$ cat src/rtl/divider_pkg.sv
// Package: shared types for the iterative divider.
// Holds the mode encoding, the per-operation sign/overflow flag bundle
// and a helper that tells accepted mode codes from unused ones.
package divider_pkg;

    typedef enum logic [2:0] {
        DM_U16  = 3'd0,
        DM_S16  = 3'd1,
        DM_U32  = 3'd2,
        DM_S32  = 3'd3,
        DM_FRAC = 3'd4
    } div_mode_e;

    typedef struct packed {
        logic q_neg;      // quotient must be negated at the end
        logic r_neg;      // remainder must be negated at the end
        logic signed_op;  // signed range applies to the quotient
        logic pre_ovf;    // divide by zero or upper word too large
    } div_flags_t;

    // True for the five mode codes the divider accepts.
    function automatic logic mode_is_valid(input logic [2:0] code);
        return code <= 3'd4;
    endfunction

endpackage

$ cat src/rtl/div_operand_prep.sv
// Module: div_operand_prep
// Combinational operand conditioning. Forms the unsigned magnitudes of
// the double-width dividend and the divisor for the selected mode, the
// sign-correction flags, and an early overflow flag (zero divisor, or an
// upper dividend word not below the divisor, which means the magnitude
// quotient needs more than W bits).
// Assumes: mode is one of the five valid codes when its outputs are used.
module div_operand_prep
    import divider_pkg::*;
#(
    parameter int W = 16
) (
    input  logic [2:0]     mode,
    input  logic [2*W-1:0] dividend,
    input  logic [W-1:0]   divisor,
    output logic [2*W-1:0] num_mag,
    output logic [W-1:0]   den_mag,
    output div_flags_t     flags
);

    localparam int NW = 2 * W;

    logic [W-1:0]  lo_word;
    logic [W-1:0]  lo_mag;
    logic [NW-1:0] full_mag;
    logic [W-1:0]  div_abs;
    logic          num_sign;
    logic          den_sign;
    logic          is_signed;

    assign lo_word  = dividend[W-1:0];
    assign lo_mag   = lo_word[W-1] ? -lo_word : lo_word;
    assign full_mag = dividend[NW-1] ? -dividend : dividend;
    assign div_abs  = divisor[W-1] ? -divisor : divisor;

    // Select the dividend magnitude and operand signs by mode.
    always_comb begin
        num_mag   = '0;
        num_sign  = 1'b0;
        den_sign  = 1'b0;
        is_signed = 1'b0;
        case (div_mode_e'(mode))
            DM_U16: begin
                num_mag = {{W{1'b0}}, lo_word};
            end
            DM_S16: begin
                num_mag   = {{W{1'b0}}, lo_mag};
                num_sign  = lo_word[W-1];
                den_sign  = divisor[W-1];
                is_signed = 1'b1;
            end
            DM_U32: begin
                num_mag = dividend;
            end
            DM_S32: begin
                num_mag   = full_mag;
                num_sign  = dividend[NW-1];
                den_sign  = divisor[W-1];
                is_signed = 1'b1;
            end
            DM_FRAC: begin
                num_mag   = {1'b0, lo_mag, {(W-1){1'b0}}};
                num_sign  = lo_word[W-1];
                den_sign  = divisor[W-1];
                is_signed = 1'b1;
            end
            default: begin
                num_mag = '0;
            end
        endcase
    end

    // Divisor magnitude and the flag bundle.
    always_comb begin
        den_mag         = is_signed ? div_abs : divisor;
        flags.q_neg     = num_sign ^ den_sign;
        flags.r_neg     = num_sign;
        flags.signed_op = is_signed;
        flags.pre_ovf   = (den_mag == '0) || (num_mag[NW-1:W] >= den_mag);
    end

endmodule

$ cat src/rtl/div_iter_core.sv
// Module: div_iter_core
// Restoring shift-subtract engine. On load it takes a 2W-bit dividend
// magnitude and a W-bit divisor magnitude; each step shifts one dividend
// bit into the partial remainder and retires one quotient bit. After W
// steps part_rem holds the remainder and part_quo the quotient.
// Assumes: the upper dividend word is below the divisor; otherwise the
// results are meaningless (the caller flags that case as overflow).
module div_iter_core #(
    parameter int W = 16
) (
    input  logic           clk,
    input  logic           rst_n,
    input  logic           load,
    input  logic           step,
    input  logic [2*W-1:0] num_in,
    input  logic [W-1:0]   den_in,
    output logic [W-1:0]   part_rem,
    output logic [W-1:0]   part_quo
);

    logic [W-1:0] rem_q;
    logic [W-1:0] quo_q;
    logic [W-1:0] den_q;
    logic [W:0]   trial;
    logic [W:0]   diff;
    logic         fits;

    // Trial subtraction of the divisor from the shifted partial remainder.
    always_comb begin
        trial = {rem_q, quo_q[W-1]};
        fits  = trial >= {1'b0, den_q};
        diff  = trial - {1'b0, den_q};
    end

    // Load the operands or advance one quotient bit.
    always_ff @(posedge clk) begin
        if (!rst_n) begin
            rem_q <= '0;
            quo_q <= '0;
            den_q <= '0;
        end else if (load) begin
            rem_q <= num_in[2*W-1:W];
            quo_q <= num_in[W-1:0];
            den_q <= den_in;
        end else if (step) begin
            rem_q <= fits ? diff[W-1:0] : trial[W-1:0];
            quo_q <= {quo_q[W-2:0], fits};
        end
    end

    assign part_rem = rem_q;
    assign part_quo = quo_q;

endmodule

$ cat src/rtl/div_sign_fix.sv
// Module: div_sign_fix
// Combinational final correction. Applies the quotient and remainder
// signs to the magnitudes from the engine and decides overflow from the
// early flag and the signed range of the quotient.
// Assumes: magnitudes are the engine's values after its W steps.
module div_sign_fix
    import divider_pkg::*;
#(
    parameter int W = 16
) (
    input  logic [W-1:0] quo_mag,
    input  logic [W-1:0] rem_mag,
    input  div_flags_t   flags,
    output logic [W-1:0] quo_out,
    output logic [W-1:0] rem_out,
    output logic         ovf_out
);

    localparam logic [W-1:0] HALF = {1'b1, {(W-1){1'b0}}};

    logic range_bad;

    // Signed range: up to HALF when negative, below HALF when positive.
    always_comb begin
        if (flags.signed_op)
            range_bad = flags.q_neg ? (quo_mag > HALF) : quo_mag[W-1];
        else
            range_bad = 1'b0;
        ovf_out = flags.pre_ovf || range_bad;
        quo_out = flags.q_neg ? -quo_mag : quo_mag;
        rem_out = flags.r_neg ? -rem_mag : rem_mag;
    end

endmodule

$ cat src/rtl/iter_divider.sv
// Module: iter_divider (top)
// Multi-mode iterative divider. Captures operands on an accepted start,
// runs DATA_W quotient-bit steps, one sign-correction step and one
// result-write step (DATA_W+2 steps), then pulses done for one cycle.
// Hold freezes the step counter and all partial state. Results stay
// registered until the next completion.
// Assumes: start is sampled only while idle; an unused mode is ignored.
module iter_divider
    import divider_pkg::*;
#(
    parameter int DATA_W = 16
) (
    input  logic                  clk,
    input  logic                  rst_n,
    input  logic                  start,
    input  logic [2:0]            mode,
    input  logic [2*DATA_W-1:0]   dividend,
    input  logic [DATA_W-1:0]     divisor,
    input  logic                  hold,
    output logic                  busy,
    output logic                  done,
    output logic [DATA_W-1:0]     quotient,
    output logic [DATA_W-1:0]     remainder,
    output logic                  overflow
);

    localparam int NUM_W = 2 * DATA_W;
    localparam int ITER  = DATA_W + 2;
    localparam int CNT_W = $clog2(ITER + 1);
    localparam logic [CNT_W-1:0] FIX_STEP  = CNT_W'(DATA_W);
    localparam logic [CNT_W-1:0] LAST_STEP = CNT_W'(ITER - 1);

    logic [NUM_W-1:0]  prep_num;
    logic [DATA_W-1:0] prep_den;
    div_flags_t        prep_flags;
    div_flags_t        flags_q;
    logic [CNT_W-1:0]  step_cnt;
    logic              accept;
    logic              advance;
    logic              bit_step;
    logic [DATA_W-1:0] core_rem;
    logic [DATA_W-1:0] core_quo;
    logic [DATA_W-1:0] fix_quo;
    logic [DATA_W-1:0] fix_rem;
    logic              fix_ovf;
    logic [DATA_W-1:0] stage_quo;
    logic [DATA_W-1:0] stage_rem;
    logic              stage_ovf;

    assign accept   = start && !busy && mode_is_valid(mode);
    assign advance  = busy && !hold;
    assign bit_step = advance && (step_cnt < FIX_STEP);

    div_operand_prep #(.W(DATA_W)) u_prep (
        .mode     (mode),
        .dividend (dividend),
        .divisor  (divisor),
        .num_mag  (prep_num),
        .den_mag  (prep_den),
        .flags    (prep_flags)
    );

    div_iter_core #(.W(DATA_W)) u_core (
        .clk      (clk),
        .rst_n    (rst_n),
        .load     (accept),
        .step     (bit_step),
        .num_in   (prep_num),
        .den_in   (prep_den),
        .part_rem (core_rem),
        .part_quo (core_quo)
    );

    div_sign_fix #(.W(DATA_W)) u_fix (
        .quo_mag  (core_quo),
        .rem_mag  (core_rem),
        .flags    (flags_q),
        .quo_out  (fix_quo),
        .rem_out  (fix_rem),
        .ovf_out  (fix_ovf)
    );

    // Sequence control: accept, count steps, raise done on the last one.
    always_ff @(posedge clk) begin
        if (!rst_n) begin
            busy     <= 1'b0;
            done     <= 1'b0;
            step_cnt <= '0;
            flags_q  <= '0;
        end else begin
            done <= 1'b0;
            if (accept) begin
                busy     <= 1'b1;
                step_cnt <= '0;
                flags_q  <= prep_flags;
            end else if (advance) begin
                step_cnt <= step_cnt + 1'b1;
                if (step_cnt == LAST_STEP) begin
                    busy <= 1'b0;
                    done <= 1'b1;
                end
            end
        end
    end

    // Correction stage: register the signed results after the bit steps.
    always_ff @(posedge clk) begin
        if (!rst_n) begin
            stage_quo <= '0;
            stage_rem <= '0;
            stage_ovf <= 1'b0;
        end else if (advance && step_cnt == FIX_STEP) begin
            stage_quo <= fix_quo;
            stage_rem <= fix_rem;
            stage_ovf <= fix_ovf;
        end
    end

    // Result registers: written only on the completing step.
    always_ff @(posedge clk) begin
        if (!rst_n) begin
            quotient  <= '0;
            remainder <= '0;
            overflow  <= 1'b0;
        end else if (advance && step_cnt == LAST_STEP) begin
            quotient  <= stage_quo;
            remainder <= stage_rem;
            overflow  <= stage_ovf;
        end
    end

endmodule

$ cat config.mk
export PLATFORM = sky130hd
export DESIGN_NAME = iter_divider
export DESIGN_NICKNAME = d
export VERILOG_FILES = /design/src/rtl/divider_pkg.sv /design/src/rtl/div_operand_prep.sv /design/src/rtl/div_iter_core.sv /design/src/rtl/div_sign_fix.sv /design/src/rtl/iter_divider.sv
export SDC_FILE = /design/constraint.sdc
export NUM_CORES = 1
export LEC_CHECK = 0
export ABC_AREA = 1
export BUFFER_PORTS_ARGS = -buffer_cell sky130_fd_sc_hd__buf_2
export CAP_MARGIN = 20
export CORE_MARGIN = 4
export CORE_UTILIZATION = 25
export CTS_BUF_LIST = sky130_fd_sc_hd__clkbuf_4 sky130_fd_sc_hd__clkbuf_8 sky130_fd_sc_hd__clkbuf_16
export DETAILED_ROUTE_END_ITERATION = 16
export GPL_TIMING_DRIVEN = 0
export HOLD_SLACK_MARGIN = 0.02
export PLACE_DENSITY_LB_ADDON = 0.05
export SLEW_MARGIN = 25
export SYNTH_ARGS = -nofsm -noshare
export SYNTH_HDL_FRONTEND = slang
export SYNTH_SLANG_ARGS = --single-unit
$ cat constraint.sdc
create_clock -name clk -period 8.7 [get_ports clk]
set_clock_uncertainty 0.15 [all_clocks]
set_input_delay 1.74 -clock clk [delete_from_list [all_inputs] [get_ports clk]]
set_output_delay 1.74 -clock clk [all_outputs]
set_load 0.02 [all_outputs]
==> key figures, run 1 <==
Final layout
  • Number of nets in the layout: 1,670
  • Layout overhead on the synthesized area: 17.61%
  • Fill cell instance count of the final layout: 4,072
  • Share of post-route cells with drive strength above 1: 10.78%
  • Number of inserted diodes: 0

Worst setup path
  • Setup crit start kind: input port
  • Arrival time reported for the critical path endpoint: 4.81 ns
  • Worst-path fanout max: 6
  • CP Class: input port to flop
  • Capturing element type of the critical path: flop
  • Data required, critical path: between 8 and 9 ns

Logic synthesis
  • Post-synth top area share: 27.82%
  • Synth warnings: 0
  • Synth Instances: 1,469
  • Post-synth cell types: 46
  • Proportion of register bits with asynchronous set or reset after synthesis: 0%
  • Ranking of synthesized cells by area: dfxtp_1 (28%), nand2_1 (16%), nor2_1 (8.5%)
  • Syn nets: 1,565
  • Post-synthesis average cell area: 6.124 sq um
  • Cell taking the most area after synthesis: dfxtp_1
  • Top-count cell post-synth: nand2_1
  • Top post-synthesis cells by count: nand2_1 (388), nor2_1 (204), inv_1 (182)
  • Predominant post-synthesis flop cell: dfxtp_1
  • Yosys reg bits: 125
  • Register area share after synthesis: 27.82%
  • Syn Std Cell Area: 8996 sq um
  • Number of synthesized flops with an enable pin: 0

Floorplanning
  • Effective utilization at floorplan: 25.29%
  • Floorplan row count: 69
  • Total Die Area: 39,080 sq um
  • Area of the core: around 36,000 sq um
  • Number of top-level pins: 90
  • Die outline width: 197.7 microns
  • Chip height: between 150 and 200 microns

Global route
  • Antenna violations before repair: 0
  • Number of global-route vias before repair: 9,265
  • Gr usage total: 17.94%
  • First-pass GRT wire length: 54,370 microns
  • Pin count of the biggest net entering global routing: 17
  • Aggregate global routing overflow: 0

Routing
  • Detailed Route Iter0 Violations: around 520
  • Avg WL per Cell: about 17 microns
  • Via count of the routed design: 9,438
  • Pre-Repair DR Iteration Count: 6
  • DRC: 0
  • Drt via density: 4.611
  • Number of nets with antenna violations after routing: 0
  • Final wirelength: between 30,000 and 40,000 microns

STA
  • Worst max-slew margin expressed relative to the limit: between 50% and 60%
  • Worst hold margin: 0.3094 ns
  • Final-layout setup total negative slack: 0 ns
  • Worst slew pin tran: between 0.7 and 0.8 ns
  • Setup violations, final: 0
  • Top achievable clock speed: about 0.22 GHz
  • Fraction of the cycle the final worst path needs: between 50 and 60%
  • Post-layout min period: around 4.6 ns
  • Final hold vios: 0
  • Unrepaired setup endpoints after global routing: false
  • Pins over their slew limit: 0

Clocking
  • Clock Pin Slew Worst Setup and Hold Paths: 0.06 ns
  • Maximum level of the CTS H-tree: 4
  • CTS Root Buffer Type: clkbuf_16
  • Hold buffers post-CTS: 0
  • Insertion delay to the later sink of the worst-skew pair: approximately 0.42 ns
  • TritonCTS clock tree: done
  • Maximum number of buffers from clock root to sink: 2
  • Sinks on Clock Net: roughly 130
  • Post-CTS setup buffers: 0
  • PostCTS Resize Cnt: 0
  • Number of buffers created by CTS: 17

Placement
  • Number of buffers added on ports: 86
  • Post-detailed-placement half-perimeter wirelength: 28,730 microns
  • Gp weighted congestion: 0.8629

Flow run
  • Max-cap viol count: 0

Power
  • Worst supply voltage drop on vdd: between 100 and 150 uV
  • Cell Pwr Density: 191.4 nW/um^2
  • Leakage power figure: 5.140 nW

Outcome
  • Outcome: completed

Worst hold path
  • Hold WC Path Type: flop to flop
[state kept, by name, summed over array words and instances, names as in the netlist]
register and count:
stage_rem 16, overflow 1, step_cnt 5, remainder 16
stage_ovf 1, done 1, stage_quo 16, u_core.part_quo 16
quotient 16, u_core.part_rem 16, flags_q 4, busy 1
u_core.den_q 16
[power by group]
part	internal (mW)	switching [mW]	leakage (nW)
sequential	0.595	0.0296	1.01
clock	0.425	0.286	0.272
combinational	0.222	0.468	3.86
[final timing paths]
path	to	slack [ns]	cells past startpoint	startpoint
min	quotient[14]	0.31	2	stage_quo[14]
max reg2reg	u_core.part_rem[14]	5.81	15	u_core.part_quo[15]
min reg2reg	quotient[14]	0.31	2	stage_quo[14]
max	flags_q[0]	4.06	19	dividend[0]
[metal layers]
layer | vias to the layer above | track usage (%) | part of all wire [%]
met5 | - | 0 | 0
met4 | 0 | 4.540 | 2.0
met3 | 35 | 2.688 | 3.0
met2 | 151 | 28.72 | 44
met1 | 4247 | 25.39 | 51
li1 | 5005 | - | -
[final cells by class]
cell class              instances  area, sq um  area share, %
multi-input cells            1102         5544          52.40
plain buffers                  49        224.0          2.117
repair buffers                 86        430.4          4.068
well taps                     461        576.8          5.452
clock buffers                  18        432.9          4.092
flip-flops and latches        125         2502          23.65
inverters                     193        725.7          6.859
clock inverters                13        143.9          1.360
[worst max-delay path: stages]
cell	delay, ns
buf_2	0.14
inv_1	0.14
ha_1	0.23
nand2_1	0.12
nor2_2	0.39
nand4_1	0.18
nand3_1	0.12
o21ai_0	0.20
a22oi_1	0.20
nand2_1	0.14
ha_1	0.31
a21oi_1	0.15
nor3_1	0.06
a211oi_1	0.24
nand2_1	0.10
nand2_1	0.06
nand3_1	0.16
nand2_1	0.10
inv_1	0.04
[logic make-up after synthesis]
logic type | count (synthesis) | synth area share [%]
AND/OR/NAND/NOR | 777 | 36.75
AO/OA/AOI/OAI | 257 | 16.47
buffers and inverters | 242 | 10.56
flip-flops | 125 | 27.82
adder cells (fa/ha/maj) | 41 | 5.786
XOR/XNOR | 27 | 2.629
[metrics by stage]
step	area (sq um)	instances	worst slack, ns	util (%)	power [mW]
floorplan	8996	1469	4.715	-	1.115
global placement	10000	2016	3.590	28.12	1.330
detailed placement	10000	2016	3.633	28.12	1.328
CTS	10580	2047	4.071	29.75	2.051
global route	10580	2047	3.865	29.75	2.171
finish	10580	2047	4.063	29.75	2.025
[placed cells by master (no fill, tap or decap), types with 30 or more instances in the layout]
master | synthesis | routed
clkbuf_1 | 30 | 30
nand3_1 | 125 | 125
dfxtp_1 | 125 | 125
buf_2 | 11 | 97
a21oi_1 | 74 | 74
inv_1 | 182 | 182
nand2_1 | 388 | 388
o21ai_0 | 94 | 94
ha_1 | 40 | 40
nor2_1 | 204 | 204
No activity file was read; power rests on OpenSTA's default activity.
==> inputs of run 2 (changes only) <==
Settings changed: ABC_AREA 1 to 0.
Clock period 8.7 ns to 3.97 ns, I/O delays scaled along.
==> key figures, run 2 <==
STA
  • Setup violations, final: 0
  • Unrepaired setup endpoints after global routing: false
  • Fraction of the cycle the final worst path needs: 96.15%
  • Pins over their slew limit: 0
  • Worst max-slew margin expressed relative to the limit: 45.73%
  • Final hold vios: 0
  • Post-layout min period: 3.817 ns
  • Top achievable clock speed: 0.2620 GHz
  • Worst slew pin tran: 0.8140 ns

Global route
  • Pin count of the biggest net entering global routing: 17
  • Antenna violations before repair: 0
  • Number of global-route vias before repair: 7,814
  • Gr usage total: 17.05%
  • Aggregate global routing overflow: 0
  • First-pass GRT wire length: just under 50,000 microns

Power
  • Worst supply voltage drop on vdd: 291.9 uV
  • Cell Pwr Density: 393.9 nW/um^2
  • Overall power after layout: 3.902 mW
  • Leakage power figure: 3.650 nW

Routing
  • Detailed Route Iter0 Violations: 426
  • DRC: 0
  • Number of nets with antenna violations after routing: 0
  • Final wirelength: 30,860 microns
  • Pre-Repair DR Iteration Count: 4
  • Via count of the routed design: approximately 8.0k
  • Avg WL per Cell: 18.88 microns
  • Drt via density: 4.888

Logic synthesis
  • Post-synth cell types: 69
  • Post-synth top area share: 30.48%
  • Register area share after synthesis: 30.48%
  • Top-count cell post-synth: nand2_1
  • Proportion of register bits with asynchronous set or reset after synthesis: 0%
  • Synth warnings: 0
  • Post-synthesis average cell area: around 7.6 sq um
  • Syn Std Cell Area: 8210 sq um
  • Predominant post-synthesis flop cell: dfxtp_1
  • Synth Instances: 1,080
  • Top post-synthesis cells by count: nand2_1 (156), dfxtp_1 (125), a21oi_1 (101)
  • Yosys reg bits: between 100 and 150
  • Ranking of synthesized cells by area: dfxtp_1 (30%), nand2_1 (7.1%), a21oi_1 (6.2%)
  • Syn nets: roughly 1.2k
  • Cell taking the most area after synthesis: dfxtp_1
  • Number of synthesized flops with an enable pin: 0

Worst setup path
  • Worst-path fanout max: 8
  • Endpoint of the lowest-slack register-to-register path: u_core.part_rem[2]
  • Worst R2R Start: u_core.part_rem[5]
  • Slowest library cell on the worst path: or4_4
  • Data required, critical path: 4.12 ns
  • Most numerous cell on the critical path: o21ai_0
  • Cell Chain, Critical Path: buf_2 > or4_4 > or4_1 > buf_4 > o21ai_0 > xor2_1 > o22ai_2 > ha_1 > a211o_1 > o2111ai_1 > a21oi_1 > o21bai_1 > o21ai_0
  • Delay of the slowest critical-path stage: 0.56 ns
  • CP Class: input port to flop
  • Register-to-Register Setup Slack: 0.40 ns
  • Capturing element type of the critical path: flop
  • Setup crit start kind: input port
  • Depth of the worst register-to-register path: 10
  • Arrival time reported for the critical path endpoint: 3.97 ns

Floorplanning
  • Die outline width: 189.2 microns
  • Number of top-level pins: 90
  • Area of the core: 32,450 sq um
  • Chip height: 189.2 microns
  • Effective utilization at floorplan: 25.30%
  • Floorplan row count: 66
  • Total Die Area: approximately 36,000 sq um

Worst hold path
  • Hold path start: remainder[5]
  • Hold Path Stages: 2
  • Hold WC Path Type: flop to flop
  • Worst min-delay path endpoint: remainder[5]

Clocking
  • TritonCTS clock tree: done
  • Maximum number of buffers from clock root to sink: 2
  • Sinks on Clock Net: roughly 130
  • CTS Root Buffer Type: clkbuf_16
  • Insertion delay to the later sink of the worst-skew pair: 0.42 ns
  • Maximum level of the CTS H-tree: 4
  • Clock Pin Slew Worst Setup and Hold Paths: 0.06 ns
  • Number of buffers created by CTS: 17

Final layout
  • Count of non-filler cells in the finished layout: 1,634
  • Most common library cell in the layout ignoring fill and taps: nand2_1
  • Fill cell instance count of the final layout: approximately 3.6k
  • Commonest non-fill, non-tap cells in the layout: nand2_1 (155), dfxtp_1 (125), a21oi_1 (101), buf_2 (81), nor2_1 (81)
  • Total area of sequential cells: 2502 sq um
  • Number of inserted diodes: 0
  • Finished layout cell area: roughly 9900 sq um
  • Share of post-route cells with drive strength above 1: 12.42%
  • Number of nets in the layout: 1,275
  • Layout overhead on the synthesized area: 20.65%
  • Area occupied by multi-input gates: 5415 sq um
  • Layout Utilization: 30.52%

Flow run
  • Max-cap viol count: 0

Placement
  • Post-detailed-placement half-perimeter wirelength: between 20,000 and 25,000 microns
  • Gp weighted congestion: 0.8199
  • Placed Instance Area: approximately 9200 sq um
  • Number of buffers added on ports: 79
  • Cell count after placement: 1,601

Outcome
  • Outcome: completed
==> run 2: metrics by stage <==
stage | setup slack, ns | setup TNS, ns | hold slack [ns]
2_1_floorplan | 0.1083 | 0 | 0.2788
3_3_place_gp | -0.9802 | -2.132 | 0.2905
4_1_cts | 0.02641 | 0 | 0.3015
5_1_grt | 0.01105 | 0 | 0.3144
3_5_place_dp | -0.5536 | -0.5843 | 0.2937
6_report | 0.1530 | 0 | 0.2974
==> run 2: worst max path at each step <==
stage / to / slack, ns / depth (start not counted) / from
3_5_place_dp: flags_q[0] / -0.55 / 13 / dividend[4]
2_1_floorplan: flags_q[0] / 0.11 / 13 / dividend[14]
3_3_place_gp: flags_q[0] / -0.98 / 13 / dividend[4]
5_1_grt: flags_q[0] / 0.01 / 14 / dividend[9]
6_report: flags_q[0] / 0.15 / 13 / dividend[5]
4_1_cts: flags_q[0] / 0.03 / 14 / dividend[4]
==> run 2: logic make-up (layout without fill, tap and decap cells) <==
group	Yosys count	in the layout	share of synthesized area, %
multiplexers	18	18	2.225
flip-flops	125	125	30.48
XOR/XNOR	85	85	9.067
AND/OR/NAND/NOR	378	378	21.75
adder cells (fa/ha/maj)	41	41	6.340
AO/OA/AOI/OAI	324	324	25.02
buffers and inverters	109	221	5.120
==> run 2: layer usage <==
| layer | vias to the layer above | share of wire, % | GRT usage (%) |
|---|---|---|---|
| met2 | 163 | 45 | 26.86 |
| met1 | 3717 | 51 | 24.90 |
| met3 | 19 | 3.1 | 2.176 |
| met4 | 0 | 1.3 | 3.951 |
| li1 | 4088 | - | - |
| met5 | - | 0 | 0 |
==> run 2: power by group <==
part / switching, mW / leakage (nW) / internal [mW]
sequential: 0.0599 / 1.01 / 1.29
clock: 0.595 / 0.286 / 0.976
combinational: 0.595 / 2.35 / 0.381
==> run 2: layout make-up <==
type | instances | share of cell area (%)
buffer | 70 | 2.817
clock buffer | 22 | 4.800
clock inverter | 10 | 1.162
inverter | 38 | 1.440
multi-input combinational | 846 | 54.67
sequential | 125 | 25.26
tap | 442 | 5.583
timing repair buffer | 81 | 4.269
==> run 2: what timing repair did <==
action,in CTS,in global routing
hold buffers,0,0
endpoints found under the setup margin,1,1
pin swaps,0,4
gates resized for setup,4,21
buffers inserted,0,2
cloned,0,0
==> run 2: worst max-delay path, delay by kind of cell <==
kind / cells / cell delay, ns
buffers and inverters: 2 / 0.32
adder cells (fa/ha/maj): 1 / 0.32
AND/OR/NAND/NOR: 2 / 1.04
AO/OA/AOI/OAI: 7 / 1.19
XOR/XNOR: 1 / 0.30
